**config.mk**
```make
export PLATFORM = sky130hd
export DESIGN_NAME = scan_tap
export DESIGN_NICKNAME = d
export VERILOG_FILES = /design/src/rtl/scan_tap_pkg.sv /design/src/rtl/scan_tap_fsm.sv /design/src/rtl/scan_tap_ir.sv /design/src/rtl/scan_tap_dr.sv /design/src/rtl/scan_tap.sv
export SDC_FILE = /design/constraint.sdc
export NUM_CORES = 1
export LEC_CHECK = 0
export ABC_AREA = 0
export BUFFER_PORTS_ARGS = -buffer_cell sky130_fd_sc_hd__buf_2
export CORE_ASPECT_RATIO = 1.2
export CORE_MARGIN = 2
export CORE_UTILIZATION = 29
export CTS_CLUSTER_DIAMETER = 150
export DETAILED_ROUTE_END_ITERATION = 7
export PLACE_DENSITY_LB_ADDON = 0.15
export SLEW_MARGIN = 20
export SYNTH_ARGS = -nofsm -noshare
export SYNTH_HDL_FRONTEND = slang
export SYNTH_SLANG_ARGS = --single-unit
```
**constraint.sdc**
```tcl
create_clock -name tck -period 5.7 [get_ports tck]
set_input_delay 1.14 -clock tck [delete_from_list [all_inputs] [get_ports tck]]
set_output_delay 1.14 -clock tck [all_outputs]
set_load 0.005 [all_outputs]
```
**src/rtl/scan_tap_pkg.sv**
```systemverilog
package scan_tap_pkg;

  typedef enum logic [3:0] {
    ST_TLR, ST_RTI,
    ST_SEL_DR, ST_CAP_DR, ST_SH_DR, ST_EX1_DR, ST_PAU_DR, ST_EX2_DR, ST_UPD_DR,
    ST_SEL_IR, ST_CAP_IR, ST_SH_IR, ST_EX1_IR, ST_PAU_IR, ST_EX2_IR, ST_UPD_IR
  } tap_st_e;

  typedef enum logic [1:0] {DSEL_BYP, DSEL_ID, DSEL_BSR} dsel_e;

  localparam int IR_W = 3;
  localparam int ID_W = 32;
  localparam logic [IR_W-1:0] OP_EXTEST  = 3'b000;
  localparam logic [IR_W-1:0] OP_IDCODE  = 3'b001;
  localparam logic [IR_W-1:0] OP_SAMPLEZ = 3'b010;
  localparam logic [IR_W-1:0] OP_SAMPLE  = 3'b100;
  localparam logic [IR_W-1:0] OP_BYPASS  = 3'b111;
  localparam logic [IR_W-1:0] IR_CAPTURE = 3'b001;

  function automatic tap_st_e tap_next(input tap_st_e s, input logic m);
    case (s)
      ST_TLR:    return m ? ST_TLR    : ST_RTI;
      ST_RTI:    return m ? ST_SEL_DR : ST_RTI;
      ST_SEL_DR: return m ? ST_SEL_IR : ST_CAP_DR;
      ST_CAP_DR: return m ? ST_EX1_DR : ST_SH_DR;
      ST_SH_DR:  return m ? ST_EX1_DR : ST_SH_DR;
      ST_EX1_DR: return m ? ST_UPD_DR : ST_PAU_DR;
      ST_PAU_DR: return m ? ST_EX2_DR : ST_PAU_DR;
      ST_EX2_DR: return m ? ST_UPD_DR : ST_SH_DR;
      ST_UPD_DR: return m ? ST_SEL_DR : ST_RTI;
      ST_SEL_IR: return m ? ST_TLR    : ST_CAP_IR;
      ST_CAP_IR: return m ? ST_EX1_IR : ST_SH_IR;
      ST_SH_IR:  return m ? ST_EX1_IR : ST_SH_IR;
      ST_EX1_IR: return m ? ST_UPD_IR : ST_PAU_IR;
      ST_PAU_IR: return m ? ST_EX2_IR : ST_PAU_IR;
      ST_EX2_IR: return m ? ST_UPD_IR : ST_SH_IR;
      default:   return m ? ST_SEL_DR : ST_RTI;
    endcase
  endfunction

  function automatic dsel_e op_dsel(input logic [IR_W-1:0] op);
    case (op)
      OP_IDCODE:                       return DSEL_ID;
      OP_EXTEST, OP_SAMPLEZ, OP_SAMPLE: return DSEL_BSR;
      default:                         return DSEL_BYP;
    endcase
  endfunction

  function automatic logic op_hiz(input logic [IR_W-1:0] op);
    return op == OP_SAMPLEZ;
  endfunction

  function automatic logic op_drive(input logic [IR_W-1:0] op);
    return op == OP_EXTEST;
  endfunction

  function automatic logic op_bsr_upd(input logic [IR_W-1:0] op);
    return (op == OP_EXTEST) || (op == OP_SAMPLE);
  endfunction

endpackage

```
**src/rtl/scan_tap_fsm.sv**
```systemverilog
module scan_tap_fsm
  import scan_tap_pkg::*;
(
  input  logic    tck,
  input  logic    trst_n,
  input  logic    tms,
  output tap_st_e st
);

  always_ff @(posedge tck or negedge trst_n) begin
    if (!trst_n) st <= ST_TLR;
    else         st <= tap_next(st, tms);
  end

endmodule

```
**src/rtl/scan_tap_ir.sv**
```systemverilog
module scan_tap_ir
  import scan_tap_pkg::*;
(
  input  logic            tck,
  input  logic            trst_n,
  input  logic            tdi,
  input  tap_st_e         st,
  output logic [IR_W-1:0] ir_cur,
  output logic            ir_lsb
);

  logic [IR_W-1:0] ir_sr;

  always_ff @(posedge tck or negedge trst_n) begin
    if (!trst_n)              ir_sr <= IR_CAPTURE;
    else if (st == ST_CAP_IR) ir_sr <= IR_CAPTURE;
    else if (st == ST_SH_IR)  ir_sr <= {tdi, ir_sr[IR_W-1:1]};
  end

  always_ff @(negedge tck or negedge trst_n) begin
    if (!trst_n)              ir_cur <= OP_IDCODE;
    else if (st == ST_TLR)    ir_cur <= OP_IDCODE;
    else if (st == ST_UPD_IR) ir_cur <= ir_sr;
  end

  assign ir_lsb = ir_sr[0];

endmodule

```
**src/rtl/scan_tap_dr.sv**
```systemverilog
module scan_tap_dr
  import scan_tap_pkg::*;
#(
  parameter int              BSR_LEN = 109,
  parameter logic [ID_W-1:0] ID_CODE = 32'h2C4B_1A53
) (
  input  logic               tck,
  input  logic               trst_n,
  input  logic               tdi,
  input  tap_st_e            st,
  input  dsel_e              dsel,
  input  logic               upd_en,
  input  logic [BSR_LEN-1:0] pin_in,
  output logic [BSR_LEN-1:0] bsr_out,
  output logic               dr_lsb
);

  logic               byp_q;
  logic [ID_W-1:0]    id_sr;
  logic [BSR_LEN-1:0] bsr_sr;

  always_ff @(posedge tck or negedge trst_n) begin
    if (!trst_n) begin
      byp_q  <= 1'b0;
      id_sr  <= ID_CODE;
      bsr_sr <= '0;
    end else if (st == ST_CAP_DR) begin
      case (dsel)
        DSEL_BYP: byp_q  <= 1'b0;
        DSEL_ID:  id_sr  <= ID_CODE;
        default:  bsr_sr <= pin_in;
      endcase
    end else if (st == ST_SH_DR) begin
      case (dsel)
        DSEL_BYP: byp_q  <= tdi;
        DSEL_ID:  id_sr  <= {tdi, id_sr[ID_W-1:1]};
        default:  bsr_sr <= {tdi, bsr_sr[BSR_LEN-1:1]};
      endcase
    end
  end

  always_ff @(negedge tck or negedge trst_n) begin
    if (!trst_n)                          bsr_out <= '0;
    else if (st == ST_UPD_DR && upd_en)   bsr_out <= bsr_sr;
  end

  always_comb begin
    case (dsel)
      DSEL_BYP: dr_lsb = byp_q;
      DSEL_ID:  dr_lsb = id_sr[0];
      default:  dr_lsb = bsr_sr[0];
    endcase
  end

endmodule

```
**src/rtl/scan_tap.sv**
```systemverilog
module scan_tap
  import scan_tap_pkg::*;
#(
  parameter int              BSR_LEN = 109,
  parameter logic [ID_W-1:0] ID_CODE = 32'h2C4B_1A53
) (
  input  logic               tck,
  input  logic               trst_n,
  input  logic               tms,
  input  logic               tdi,
  output logic               tdo,
  output logic               tdo_oe,
  input  logic [BSR_LEN-1:0] pin_in,
  output logic [BSR_LEN-1:0] bsr_out,
  output logic               pins_hiz,
  output logic               pins_from_bsr
);

  tap_st_e         st;
  logic [IR_W-1:0] ir_cur;
  logic            ir_lsb;
  logic            dr_lsb;
  dsel_e           dsel;
  logic            in_shift;

  scan_tap_fsm u_fsm (
    .tck(tck), .trst_n(trst_n), .tms(tms), .st(st)
  );

  scan_tap_ir u_ir (
    .tck(tck), .trst_n(trst_n), .tdi(tdi), .st(st),
    .ir_cur(ir_cur), .ir_lsb(ir_lsb)
  );

  assign dsel = op_dsel(ir_cur);

  scan_tap_dr #(.BSR_LEN(BSR_LEN), .ID_CODE(ID_CODE)) u_dr (
    .tck(tck), .trst_n(trst_n), .tdi(tdi), .st(st), .dsel(dsel),
    .upd_en(op_bsr_upd(ir_cur)), .pin_in(pin_in), .bsr_out(bsr_out),
    .dr_lsb(dr_lsb)
  );

  assign in_shift = (st == ST_SH_IR) || (st == ST_SH_DR);

  always_ff @(negedge tck or negedge trst_n) begin
    if (!trst_n) begin
      tdo    <= 1'b0;
      tdo_oe <= 1'b0;
    end else begin
      tdo    <= (st == ST_SH_IR) ? ir_lsb : dr_lsb;
      tdo_oe <= in_shift;
    end
  end

  assign pins_hiz      = op_hiz(ir_cur);
  assign pins_from_bsr = op_drive(ir_cur);

endmodule

```
==> results of run 1 <==
==> stage by stage <==
step | util, % | instance area (um^2) | total power [uW] | instances | setup slack (ns)
floorplan | - | 11500 | 3450 | 794 | 0.803
detailed placement | 33.8 | 13300 | 3830 | 1514 | 0.724
CTS | 36.1 | 14200 | 5700 | 1566 | 0.124
global placement | 33.8 | 13300 | 3820 | 1514 | 0.727
global route | 36.1 | 14200 | 5930 | 1567 | 0.101
finish | 36.1 | 14200 | 5570 | 1571 | 0.150
==> layout make-up <==
class	instances	area, um^2
antenna	5	12.5
clock buffer	47	853
clock inverter	6	53.8
fill	3946	25200
inverter	19	71.3
multi-input combinational	457	4610
sequential	263	6600
tap	533	667
timing repair buffer	241	1370
==> synthesized netlist by cell type <==
cell	n
buf_6	2
nand4_1	1
nand2_1	24
a21oi_1	6
a221o_1	1
and3b_1	1
and3_1	3
a21oi_4	1
a211o_1	1
mux2_2	336
nand2b_1	3
dfstp_2	16
nor2_1	20
xnor2_1	1
inv_1	20
or4b_1	1
or3_1	1
nor4bb_1	1
a31oi_1	1
nand3_1	2
dfrtn_1	113
nor3_1	3
o21a_1	1
nand3b_1	2
mux2i_1	17
and4b_1	1
dfrtp_1	134
o41ai_1	1
buf_4	2
a211oi_1	3
a2111oi_4	1
mux2_1	8
a21o_1	1
and2_1	1
o311a_1	1
o22ai_1	4
nand4bb_1	1
o21ai_0	5
buf_2	23
nor4_1	1
or3b_2	1
clkbuf_1	27
nor3b_1	1
==> worst max-delay path: stages, from the launching register on <==
cell	delay, ns
dfrtn_1	0.59
nor3b_1	0.28
buf_2	0.16
==> kinds of logic after synthesis <==
family	count (synthesis)	synth area share [%]
flops	263	57.3
compound gates	27	1.78
simple gates	68	2.90
buf+inv	74	2.86
mux	361	35.1
xor+xnor	1	0.0760
==> registers in the layout, indices dropped and copies added, names as in the netlist, 3 cells and up <==
name          flops
u_ir.ir_sr        3
u_fsm.st          4
u_ir.ir_cur       3
u_dr.bsr_sr     109
u_dr.id_sr       32
u_dr.bsr_out    109
==> report_power, final <==
part,internal [uW],switching (uW)
Combinational,730,568
Sequential,2210,246
Clock,1060,756
==> how the worst max path moves through the flow <==
| stage | endpoint | slack (ns) | cells past startpoint |
|---|---|---|---|
| after floorplan | pins_hiz | 0.80 | 2 |
| after global placement | u_dr.bsr_out[68] | 0.73 | 5 |
| after detailed placement | pins_hiz | 0.72 | 2 |
| after CTS | pins_hiz | 0.12 | 2 |
| after global routing | pins_hiz | 0.10 | 2 |
| final | pins_hiz | 0.15 | 2 |
==> layer usage <==
layer,vias up,routed length [um],global-route usage [%]
li1,3254,-,-
met1,3489,11100,15.7
met2,171,12400,21.1
met3,47,2220,4.74
met4,8,640,3.96
met5,-,60,0
==> run metrics, run 1 <==
CTS resizes=0; Clock Skew=0.0484 ns; # DRC=0; FF-to-FF path depth=5; crit path DAT=4.41 ns; Routed Antenna Nets=0; reg2reg setup slack=0.74 ns; worst r2r src=u_fsm.st[1]; synthesized net count=907; startpoint class of the critical path=register; worst min path class=register to register; VDD IR max=0.232 mV; power per cell area=391 nW/um^2; CTS tree=yes; final setup violation count=0; # rows=80; Synth area leader=mux2_2; mean post-synth cell area=14.5 um^2; total clock buffers created by CTS=29; clock root buffer=clkbuf_16; Cells after Synth=794; CP Class=register to output port; Max-cap violations=0; status=finished, final reports clean; layout net count=1125; routed wire length=26400 um; layout cells sized above 1=61.7%; synth warn=0; crit path capture type=output port; Final TNS setup=0 ns; Clock Tree Buf Depth=3; post-synthesis sequential area ratio=57.3%; cell area after synthesis=11500 um^2; DPL Wire Length=17100 um; gp weighted congestion=0.702; Hold WS=0.445 ns; largest net degree at the start of global routing=66; first-pass GRT wire length=42200 um; leak pwr=0.00740 uW; CP Max Fanout=9; global router's overall resource usage=12.9%; Die ar.=41300 um^2; post-synthesis register bit count=263; vias in the first global route=7477; die width=186 um; Yosys cell types=43; via/cell ratio=4.44; Hold Vio Cnt, Final=0; Layout area overhead=23.5%; RSZ-0062 raised after global routing=no; routed vias=6969; Hold-fix buffers, CTS=0; number of antenna violations at the first check in global routing=9; Relative slew margins=29.2%; Clock Sinks=263; Slew Limit Fails=0; Core ar.=39400 um^2; Hold Path Depth=1; commonest non-fill, non-tap cell in the layout=mux2_2; I/O pins=226; Crit path required time=4.56 ns; Post-CTS Repair Setup Buffers=0; PortBufs=225; Initial Util=29.2%; total grt overflow=0; Synth area leaders=mux2_2 33%, dfrtp_1 29%, dfrtn_1 25%, dfstp_2 3.6%, mux2i_1 1.5%; clock-pin slew on the worst setup and hold paths=0.04 ns; Die Y=222 um; WHS Endpoint=u_dr.bsr_out[92]; Initial DRC Count=243; Hold Startpoint=u_dr.bsr_out[92]; drt first pass iters=4; worst-skew pair later-pin latency=0.59 ns; Slew @ Worst Pin=1.06 ns; DR WL/cell=16.8 um; post-synth top area share=32.8%; H-tree depth=1; most frequent cells in the layout=336 x mux2_2, 224 x buf_2, 134 x dfrtp_1; Setup crit start=u_ir.ir_cur[1]; reg2reg end=u_dr.bsr_out[69]
Power figures use the tool's default switching activity.
==> run 2: changes to the inputs <==
--- a/config.mk
+++ b/config.mk
@@ -8,7 +8,7 @@
 export ABC_AREA = 0
 export BUFFER_PORTS_ARGS = -buffer_cell sky130_fd_sc_hd__buf_2
 export CORE_ASPECT_RATIO = 1.2
-export CORE_MARGIN = 2
+export CORE_MARGIN = 3
 export CORE_UTILIZATION = 29
 export CTS_CLUSTER_DIAMETER = 150
 export DETAILED_ROUTE_END_ITERATION = 7
==> run 2 against run 1 <==
Against the previous run:
- critical path depth did not move
- wire length rose by 0.45%
- sequential power barely moved
- critical endpoint unchanged
- clock skew fell by 0.00086 ns
==> run metrics, run 2 (same netlist as run 1, synthesis figures left out) <==
Layout area overhead=24.7%; Die Y=224 um; H-tree depth=1; crit path capture type=output port; Multi-input gate area=4610 um^2; # rows=79; Initial DRC Count=251; clock share of power=35.9%; total grt overflow=0; reg2reg end=u_dr.bsr_out[67]; Comb pwr share=22.5%; Slew @ Worst Pin=0.954 ns; CTS resizes=0; CTS tree=yes; vias in the first global route=7744; VDD IR max=0.221 mV; Relative slew margins=36.4%; final setup violation count=0; met2 WL=12600 um; Die ar.=42200 um^2; clock-pin slew on the worst setup and hold paths=0.04 ns; CP Max Fanout=9; RSZ-0062 raised after global routing=no; routed vias=7003; met3 WL=1930 um; Sequential cell area=6600 um^2; gp weighted congestion=0.733; most frequent cells in the layout=336 x mux2_2, 224 x buf_2, 134 x dfrtp_1; Slew Limit Fails=0; die width=188 um; Core ar.=39000 um^2; crit path DAT=4.34 ns; final worst slack=0.220 ns; Final TNS setup=0 ns; # diodes=0; Largest regs=u_dr.bsr_out: 109 flops, u_dr.bsr_sr: 109 flops, u_dr.id_sr: 32 flops; FF-to-FF path depth=4; Worst Setup EP=pins_hiz; reg2reg setup slack=0.77 ns; Max-cap violations=0; Hold Startpoint=u_dr.bsr_out[105]; Net Switching=1590 uW; via/cell ratio=4.48; internal power=4290 uW; switching share of power=27.1%; DPL Wire Length=17200 um; leak pwr=0.00747 uW; CP Class=register to output port; M1 WL=11500 um; Routed Antenna Nets=0; total clock buffers created by CTS=30; Reg power frac=41.5%; post-layout instance area=14400 um^2; layout cells sized above 1=61.9%; Setup WS pre-CTS=0.762 ns; Hold-fix buffers, CTS=0; Clock Sinks=263; number of antenna violations at the first check in global routing=5; largest net degree at the start of global routing=67; layout net count=1125; clock root buffer=clkbuf_16; power per cell area=410 nW/um^2; # DRC=0; Hold Vio Cnt, Final=0; worst-skew pair later-pin latency=0.59 ns; Clock Skew=0.0475 ns; Initial Util=29.5%; PortBufs=225; max layer used=met5; worst min path class=register to register; commonest non-fill, non-tap cell in the layout=mux2_2; status=finished, final reports clean; global router's overall resource usage=12.8%; startpoint class of the critical path=register; drt first pass iters=4; Setup crit start=u_ir.ir_cur[1]; Post-CTS Repair Setup Buffers=0; routed wire length=26500 um; DR WL/cell=17.0 um; fillcell total=3896; I/O pins=226; Clock Tree Buf Depth=3; DP Area=13300 um^2; first-pass GRT wire length=43800 um; Crit path required time=4.56 ns; worst r2r src=u_fsm.st[0]
-- run 2: power by group through the flow --
stage | Combinational, uW | Sequential (uW) | Clock, uW
CTS | 1360 | 2450 | 2220
detailed placement | 1360 | 2480 | 2.20
floorplan | 1070 | 2370 | 2.20
global placement | 1350 | 2470 | 2.20
global route | 1480 | 2500 | 2290
finish | 1330 | 2440 | 2110
-- run 2: stage by stage --
step | cells | power [uW] | utilization, % | hold slack [ns]
detailed placement | 1506 | 3840 | 34.0 | 0.449
floorplan | 794 | 3450 | - | 0.449
global route | 1562 | 6270 | 36.8 | 0.451
global placement | 1506 | 3820 | 34.0 | 0.443
CTS | 1562 | 6040 | 36.8 | 0.449
finish | 1562 | 5880 | 36.8 | 0.444
-- run 2: routing by layer --
metal	vias up	GRT usage [%]
met3	43	4.16
met1	3534	15.9
li1	3255	-
met2	161	21.3
met5	-	0
met4	10	3.68
-- run 2: layout make-up --
type	count	share of cell area, %
Sequential cell	263	45.9
Multi-Input combinational cell	457	32.1
Timing Repair Buffer	240	9.30
Clock buffer	48	6.26
Tap cell	526	4.58
Clock inverter	9	1.35
Inverter	19	0.496
-- run 2: critical path, cell delays in order, from the launching register on --
cell and delay [ns]:
dfrtn_1 0.58, nor3b_1 0.22, buf_2 0.14
-- run 2: worst min path at each step --
stage,to,slack (ns),depth (start not counted)
after floorplan,u_dr.id_sr[0],0.45,2
after global placement,u_dr.bsr_out[102],0.44,1
after detailed placement,u_dr.bsr_out[94],0.45,1
after CTS,u_dr.bsr_out[94],0.45,1
after global routing,u_dr.bsr_out[63],0.45,1
final,u_dr.bsr_out[105],0.44,1
